### src/rtl/ped_sorter_pkg.sv
package ped_sorter_pkg;
  // Strobes from control to datapath, one cycle each
  typedef struct packed {
    logic evStart;    // event accepted: clear counters, latch target SRAM
    logic takeHdr;    // header sample accepted
    logic takeData;   // data sample accepted
    logic pedAddrWr;  // first pedestal write: latch address
    logic pedValWr;   // second pedestal write: store value
    logic chanWr;     // channel count write
    logic hostRd;     // register read
  } ctrlStrobes_t;

  typedef enum logic [1:0] {
    ST_IDLE  = 2'd0,
    ST_RUN   = 2'd1,
    ST_FLUSH = 2'd2,
    ST_LAST  = 2'd3
  } sortState_t;
endpackage

### src/rtl/ped_sorter_ctrl.sv
module ped_sorter_ctrl
  import ped_sorter_pkg::*;
(
  input  logic         clk,
  input  logic         rstN,
  input  logic         eventStart,
  input  logic         eventEnd,
  input  logic         sampleStrobe,
  input  logic         headerFlag,
  input  logic         hostSel,
  input  logic         hostRead,
  input  logic [1:0]   hostAddr,
  output ctrlStrobes_t strb,
  output logic         readyOut,
  output logic         doneOut,
  output logic [1:0]   errCode,
  output logic         hostAck
);
  sortState_t state;
  logic       pedPhase;
  logic       busy;
  logic       hostWr;
  logic       memWr;
  logic       accept;

  assign busy   = (state != ST_IDLE);
  assign hostWr = hostSel && !hostRead;
  assign memWr  = hostWr && (hostAddr == 2'b00 || hostAddr == 2'b01);
  assign accept = sampleStrobe && (state == ST_RUN);

  always_comb begin
    strb           = '0;
    strb.evStart   = eventStart && !busy;
    strb.takeHdr   = accept && headerFlag;
    strb.takeData  = accept && !headerFlag;
    strb.pedAddrWr = hostWr && !busy && hostAddr == 2'b00 && !pedPhase;
    strb.pedValWr  = hostWr && !busy && hostAddr == 2'b00 && pedPhase;
    strb.chanWr    = hostWr && !busy && hostAddr == 2'b01;
    strb.hostRd    = hostSel && hostRead;
  end

  always_ff @(posedge clk or negedge rstN) begin
    if (!rstN) begin
      state    <= ST_IDLE;
      pedPhase <= 1'b0;
      doneOut  <= 1'b0;
      errCode  <= 2'b00;
      hostAck  <= 1'b0;
    end else begin
      hostAck <= hostSel;
      if (strb.pedAddrWr) pedPhase <= 1'b1;
      if (strb.pedValWr)  pedPhase <= 1'b0;
      if (busy && memWr)  errCode[1] <= 1'b1;
      if (busy && eventStart) errCode[0] <= 1'b1;
      unique case (state)
        ST_IDLE: if (eventStart) begin
          state   <= ST_RUN;
          doneOut <= 1'b0;
          errCode <= 2'b00;
        end
        ST_RUN:   if (eventEnd) state <= ST_FLUSH;
        ST_FLUSH: state <= ST_LAST;
        ST_LAST: begin
          state   <= ST_IDLE;
          doneOut <= 1'b1;
        end
        default: state <= ST_IDLE;
      endcase
    end
  end

  assign readyOut = !busy;
endmodule

### src/rtl/ped_sorter_datapath.sv
module ped_sorter_datapath
  import ped_sorter_pkg::*;
#(
  parameter int SMP_W     = 10,
  parameter int ADDR_W    = 18,
  parameter int HOST_W    = 16,
  parameter int HDR_SLOTS = 32,
  parameter int BIN_SLOTS = 128,
  parameter int PED_DEPTH = 288
) (
  input  logic              clk,
  input  logic              rstN,
  input  ctrlStrobes_t      strb,
  input  logic [SMP_W-1:0]  sampleIn,
  input  logic              oddSelect,
  input  logic [1:0]        hostAddr,
  input  logic [HOST_W-1:0] hostWdata,
  output logic [HOST_W-1:0] hostRdata,
  output logic [ADDR_W-1:0] memAddr,
  output logic [SMP_W:0]    memData,
  output logic              evenWe,
  output logic              oddWe
);
  localparam int RES_W = SMP_W + 1;
  localparam int CH_W  = $clog2(PED_DEPTH + 1);
  localparam int BIN_W = $clog2(BIN_SLOTS + 1);
  localparam int HDR_W = $clog2(HDR_SLOTS + 1);
  localparam logic [ADDR_W-1:0] DATA_BASE = ADDR_W'(HDR_SLOTS);
  localparam logic [ADDR_W-1:0] STRIDE    = ADDR_W'(BIN_SLOTS);

  logic [RES_W-1:0]  pedMem [PED_DEPTH];
  logic [CH_W-1:0]   pedAddr;
  logic [CH_W-1:0]   numChans;
  logic [CH_W-1:0]   chIdx;
  logic [ADDR_W-1:0] chBase;
  logic [BIN_W-1:0]  binIdx;
  logic [HDR_W-1:0]  hdrIdx;
  logic              oddLatch;

  logic              hdrOk, dataOk, lastCh;
  logic              aValid, aHdr;
  logic [SMP_W-1:0]  aSample;
  logic [ADDR_W-1:0] aAddr;
  logic [RES_W-1:0]  pedQ;
  logic [RES_W-1:0]  pedUse;
  logic [RES_W-1:0]  result;
  logic              wrValid, wrOdd;

  assign hdrOk  = strb.takeHdr && (hdrIdx < HDR_W'(HDR_SLOTS));
  assign dataOk = strb.takeData && (binIdx < BIN_W'(BIN_SLOTS));
  assign lastCh = (CH_W'(chIdx + 1'b1) >= numChans);

  // pedestal memory, written only by the host outside events
  always_ff @(posedge clk) begin
    if (strb.pedValWr && pedAddr < CH_W'(PED_DEPTH))
      pedMem[pedAddr] <= hostWdata[RES_W-1:0];
  end

  // configuration and sort counters
  always_ff @(posedge clk or negedge rstN) begin
    if (!rstN) begin
      pedAddr  <= '0;
      numChans <= CH_W'(1);
      chIdx    <= '0;
      chBase   <= DATA_BASE;
      binIdx   <= '0;
      hdrIdx   <= '0;
      oddLatch <= 1'b0;
    end else begin
      if (strb.pedAddrWr) pedAddr <= hostWdata[CH_W-1:0];
      if (strb.chanWr)
        numChans <= (hostWdata > HOST_W'(PED_DEPTH)) ? CH_W'(PED_DEPTH)
                                                      : hostWdata[CH_W-1:0];
      if (strb.evStart) begin
        chIdx    <= '0;
        chBase   <= DATA_BASE;
        binIdx   <= '0;
        hdrIdx   <= '0;
        oddLatch <= oddSelect;
      end else begin
        if (hdrOk) hdrIdx <= hdrIdx + 1'b1;
        if (dataOk) begin
          if (lastCh) begin
            chIdx  <= '0;
            chBase <= DATA_BASE;
            binIdx <= binIdx + 1'b1;
          end else begin
            chIdx  <= chIdx + 1'b1;
            chBase <= chBase + STRIDE;
          end
        end
      end
    end
  end

  // stage A: address formed, pedestal fetched
  always_ff @(posedge clk or negedge rstN) begin
    if (!rstN) begin
      aValid  <= 1'b0;
      aHdr    <= 1'b0;
      aSample <= '0;
      aAddr   <= '0;
      pedQ    <= '0;
    end else begin
      aValid <= hdrOk || dataOk;
      if (hdrOk || dataOk) begin
        aHdr    <= hdrOk;
        aSample <= sampleIn;
        aAddr   <= hdrOk ? ADDR_W'(hdrIdx) : (chBase + ADDR_W'(binIdx));
        pedQ    <= (chIdx < CH_W'(PED_DEPTH)) ? pedMem[chIdx] : '0;
      end
    end
  end

  // stage B: saturating subtraction and write strobe
  assign pedUse = aHdr ? '0 : pedQ;

  always_comb begin
    if ({1'b0, aSample} >= pedUse)
      result = {1'b1, aSample - pedUse[SMP_W-1:0]};
    else
      result = '0;
  end

  always_ff @(posedge clk or negedge rstN) begin
    if (!rstN) begin
      wrValid <= 1'b0;
      wrOdd   <= 1'b0;
      memAddr <= '0;
      memData <= '0;
    end else begin
      wrValid <= aValid;
      if (aValid) begin
        wrOdd   <= oddLatch;
        memAddr <= aAddr;
        memData <= result;
      end
    end
  end

  assign evenWe = wrValid && !wrOdd;
  assign oddWe  = wrValid && wrOdd;

  // host readback
  always_ff @(posedge clk or negedge rstN) begin
    if (!rstN) begin
      hostRdata <= '0;
    end else if (strb.hostRd) begin
      unique case (hostAddr)
        2'b00: hostRdata <= (pedAddr < CH_W'(PED_DEPTH)) ? HOST_W'(pedMem[pedAddr]) : '0;
        2'b01: hostRdata <= HOST_W'(numChans);
        2'b10: hostRdata <= HOST_W'(binIdx);
        default: hostRdata <= '0;
      endcase
    end
  end
endmodule

### src/rtl/ped_sorter.sv
module ped_sorter
  import ped_sorter_pkg::*;
#(
  parameter int SMP_W     = 10,
  parameter int ADDR_W    = 18,
  parameter int HOST_W    = 16,
  parameter int HDR_SLOTS = 32,
  parameter int BIN_SLOTS = 128,
  parameter int PED_DEPTH = 288
) (
  input  logic              clk,
  input  logic              rstN,
  input  logic [SMP_W-1:0]  sampleIn,
  input  logic              sampleStrobe,
  input  logic              headerFlag,
  input  logic              eventStart,
  input  logic              eventEnd,
  input  logic              oddSelect,
  output logic [ADDR_W-1:0] evenAddr,
  output logic [SMP_W:0]    evenData,
  output logic              evenWrite,
  output logic [ADDR_W-1:0] oddAddr,
  output logic [SMP_W:0]    oddData,
  output logic              oddWrite,
  output logic              readyOut,
  output logic              doneOut,
  output logic [1:0]        errCode,
  input  logic              hostSel,
  input  logic              hostRead,
  input  logic [1:0]        hostAddr,
  input  logic [HOST_W-1:0] hostWdata,
  output logic [HOST_W-1:0] hostRdata,
  output logic              hostAck
);
  ctrlStrobes_t      strb;
  logic [ADDR_W-1:0] memAddr;
  logic [SMP_W:0]    memData;

  ped_sorter_ctrl u_ctrl (
    .clk          (clk),
    .rstN         (rstN),
    .eventStart   (eventStart),
    .eventEnd     (eventEnd),
    .sampleStrobe (sampleStrobe),
    .headerFlag   (headerFlag),
    .hostSel      (hostSel),
    .hostRead     (hostRead),
    .hostAddr     (hostAddr),
    .strb         (strb),
    .readyOut     (readyOut),
    .doneOut      (doneOut),
    .errCode      (errCode),
    .hostAck      (hostAck)
  );

  ped_sorter_datapath #(
    .SMP_W     (SMP_W),
    .ADDR_W    (ADDR_W),
    .HOST_W    (HOST_W),
    .HDR_SLOTS (HDR_SLOTS),
    .BIN_SLOTS (BIN_SLOTS),
    .PED_DEPTH (PED_DEPTH)
  ) u_dp (
    .clk       (clk),
    .rstN      (rstN),
    .strb      (strb),
    .sampleIn  (sampleIn),
    .oddSelect (oddSelect),
    .hostAddr  (hostAddr),
    .hostWdata (hostWdata),
    .hostRdata (hostRdata),
    .memAddr   (memAddr),
    .memData   (memData),
    .evenWe    (evenWrite),
    .oddWe     (oddWrite)
  );

  assign evenAddr = memAddr;
  assign evenData = memData;
  assign oddAddr  = memAddr;
  assign oddData  = memData;
endmodule

### config.mk
export PLATFORM = sky130hd
export DESIGN_NAME = ped_sorter
export DESIGN_NICKNAME = d
export VERILOG_FILES = /design/src/rtl/ped_sorter_pkg.sv /design/src/rtl/ped_sorter_ctrl.sv /design/src/rtl/ped_sorter_datapath.sv /design/src/rtl/ped_sorter.sv
export SDC_FILE = /design/constraint.sdc
export NUM_CORES = 2
export LEC_CHECK = 0
export BUFFER_PORTS_ARGS = -buffer_cell sky130_fd_sc_hd__buf_2
export CORE_ASPECT_RATIO = 1.75
export CORE_MARGIN = 1.5
export CORE_UTILIZATION = 25
export DETAILED_ROUTE_END_ITERATION = 8
export HOLD_SLACK_MARGIN = 0.06
export PLACE_DENSITY = 0.39
export RECOVER_POWER = 50
export SETUP_SLACK_MARGIN = 0.05
export SLEW_MARGIN = 20
export SYNTH_ARGS = -nofsm -noshare
export SYNTH_HDL_FRONTEND = slang
export SYNTH_SLANG_ARGS = --single-unit
### constraint.sdc
create_clock -name clk -period 9.05 [get_ports clk]
set_clock_uncertainty 0.2 [all_clocks]
set_input_delay 2.715 -clock clk [delete_from_list [all_inputs] [get_ports clk]]
set_output_delay 2.715 -clock clk [all_outputs]
set_load 0.03 [all_outputs]
==> reports/qor.yml <==
r2r_setup_slack_ns: 2.85
vdd_drop_max_mv: 0.197
slew_violations: 1427
area_growth_pct: 14.7
hold_class: "flip-flop to flip-flop"
io_pins: 118
hold_path_depth: 2
maxSlewHeadroom: -2.37
synth_top_family_by_area: "multiplexers"
synthDistinctLibCells: 82
maxCapViolations: 29
worst_pin_slew_ns: 5.06
wl_per_cell_um: 44.2
hold_path_end: "u_dp.aAddr[3]$_DFFE_PN0P_"
synth.mux.area_fraction: 0.240
num_vias: 97300
avgSynthCellArea_sq_um: 17.9
hold_viol: 0
synthAdderAreaFrac: 0.00255
worst_setup_path_end_kind: "flip-flop"
fmax_ghz: 0.130
async_flop_share: 0.0435
clk_pin_slew_worst_paths_ns: 0.07
hold_start: "u_dp.aAddr[3]$_DFFE_PN0P_"
power_mw: 55.8
die_x_um: 598
worstRegToRegCells: 9
ant_nets: 0
min_period_ns: 7.69
post_cts_resized: 0
cts_buffers: 315
port-buffer-count: 112
vias_per_cell: 5.58
ys_ff_latch: 3312
yosys.area_share.simple: 0.0323
insertion_delay_ns: 1.02
violations: "max-capacitance violations, max-slew violations"
grt_pass1_vias: 97500
core_sq_um: 618000
worstPathMaxFanout: 130
dr.pass1.iters: 6
synth_edf_count: 3168
cp-start-kind: "input port"
h-tree-depth: 5
r2r-end: "u_dp.pedQ[10]$_DFFE_PN0P_"
synthXorXnorAreaFrac: 0.00237
post_cts_buffers: 0
crit_start: "hostWdata[0]"
cp_data_required_time_ns: 9.27
grt.total_usage: 0.241
cts_tree: "done"
fin_area_sq_um: 178000
place_area_sq_um: 167000
status: "finished, violations left"
place_hpwl_mm: 537
rsz0062_at_grt: "false"
p_leak_nw: 53.2
synth-compound-area-share: 0.0597
grt_first_pass_wirelength_mm: 996
criticalPathCategory: "input port to flip-flop"
r2r-start: "u_ctrl.state[1]$_DFFE_PN0P_"
row_count: 382
cts.sinks: 3312
antenna_found_initial: 90
drive_above_1_share: 0.287
first_iter_violations: 11500
power_density_nw_per_um2: 314
cts_root_buffer: "clkbuf_16"
fin_util: 0.288
yosys_warnings: 0
critical_path_arrival_ns: 7.91
cts_max_path_buffers: 4
min_period_over_period: 0.850
synthFlopType: "edfxtp_1"
nets: 8882
synthesis.area_sq_um: 155000
dieArea_sq_um: 625000
postCtsHoldBufs: 0
wl_mm: 771
overflow: 0
dieHeight_mm: 1.04
netlist_instances: 8647
grt_max_degree: 132
initial_core_util: 0.251
setup_viol: 0
fillers: 61000
drc: 0
seq_area_frac_synth: 0.637
gp_congestion: 0.965
setup_tns_ns: 0
## area by class of cell
cell class | instances | area [sq um] | area share
Sequential cell | 3312 | 98800 | 0.555
Multi-Input combinational cell | 4592 | 53100 | 0.299
Tap cell | 8256 | 10300 | 0.0581
Clock buffer | 368 | 8280 | 0.0466
Timing Repair Buffer | 562 | 4490 | 0.0252
Clock inverter | 210 | 2370 | 0.0133
Antenna cell | 120 | 300 | 0.00169
Inverter | 31 | 139 | 0.000781
## kinds of logic after synthesis
logic type / count (synthesis)
xor+xnor: 42
other cells: 1
mux: 2030
fa+ha+maj: 31
simple gates: 1135
compound gates: 1348
flops: 3312
buf+inv: 748
## cell usage in the layout (no fill, tap or decap), types with 65 or more instances in the layout
cell and n:
nor2_2 71, a21oi_1 291, o22ai_1 133, o221ai_1 162
o21ai_0 140, a22oi_1 237, nor2_1 377, buf_4 364
mux4_2 1348, mux2i_1 603, clkbuf_16 322, diode_2 120
clkbuf_1 111, nand3_1 92, nand2_1 290, nor3_1 65
mux2_2 70, edfxtp_1 3168, dfrtp_1 129
## synth_stat cells (51+ instances only)
cell type | instances | area, sq um
a21oi_1 | 300 | 1500
a22o_1 | 51 | 447
a22oi_1 | 238 | 1790
buf_1 | 67 | 251
buf_2 | 130 | 651
buf_4 | 163 | 1220
buf_6 | 55 | 619
clkbuf_1 | 302 | 1130
dfrtp_1 | 142 | 3550
edfxtp_1 | 3168 | 95100
mux2_2 | 70 | 788
mux2i_1 | 609 | 6100
mux4_2 | 1348 | 30400
nand2_1 | 303 | 1140
nand3_1 | 100 | 500
nor2_1 | 458 | 1720
nor3_1 | 80 | 400
o21ai_0 | 146 | 731
o221ai_1 | 164 | 1440
o22ai_1 | 135 | 845
## flip-flops by register name, summed over array words and instances (netlist names)
signal / cells
u_ctrl.hostAck: 1
u_dp.aValid: 1
u_ctrl.doneOut: 1
u_ctrl.state: 2
u_dp.pedAddr: 9
u_dp.pedQ: 11
u_dp.binIdx: 8
u_dp.oddLatch: 1
u_dp.numChans: 9
u_dp.aSample: 10
u_dp.wrValid: 1
u_ctrl.pedPhase: 1
u_dp.memData: 11
u_dp.aAddr: 18
u_dp.memAddr: 18
u_dp.hdrIdx: 6
u_ctrl.errCode: 2
u_dp.chBase: 12
u_dp.wrOdd: 1
u_dp.chIdx: 9
u_dp.hostRdata: 11
u_dp.aHdr: 1
u_dp.pedMem: 3168
## report_power, final
| group | switching, mW | internal, mW |
|---|---|---|
| Combinational | 16.5 | 7.48 |
| Sequential | 0.569 | 17.0 |
| Clock | 6.47 | 7.81 |
| Total | 23.5 | 32.2 |
## worst max path at each step
stage / to / cells after the start
3_3_place_gp: u_dp.pedMem[286][6]$_DFFE_PP_ / 7
2_1_floorplan: u_dp.pedMem[275][0]$_DFFE_PP_ / 7
5_1_grt: u_dp.pedMem[73][9]$_DFFE_PP_ / 3
6_report: u_dp.pedMem[64][0]$_DFFE_PP_ / 3
4_1_cts: u_dp.pedMem[261][2]$_DFFE_PP_ / 7
3_5_place_dp: u_dp.pedMem[70][4]$_DFFE_PP_ / 8
## routing by layer
| metal | track usage | share of wire |
|---|---|---|
| met1 | 0.250 | 0.32 |
| met2 | 0.416 | 0.50 |
| met3 | 0.0369 | 0.064 |
| met4 | 0.223 | 0.11 |
| met5 | 0 | 0.00019 |
## metrics by stage
step | setup slack [ns] | std cells | hold slack, ns
6_report | 1.36 | 17500 | 0.277
5_1_grt | 1.24 | 17400 | 0.311
4_1_cts | 2.54 | 17300 | 0.285
3_5_place_dp | 1.60 | 16700 | 0.266
3_3_place_gp | 1.50 | 16700 | 0.254
2_1_floorplan | 3.99 | 8652 | 0.233
## critical path, cell delays in order
cell and delay, ns:
clkbuf_1 2.41, buf_12 0.38, clkbuf_4 1.72
Power figures use the tool's default switching activity.
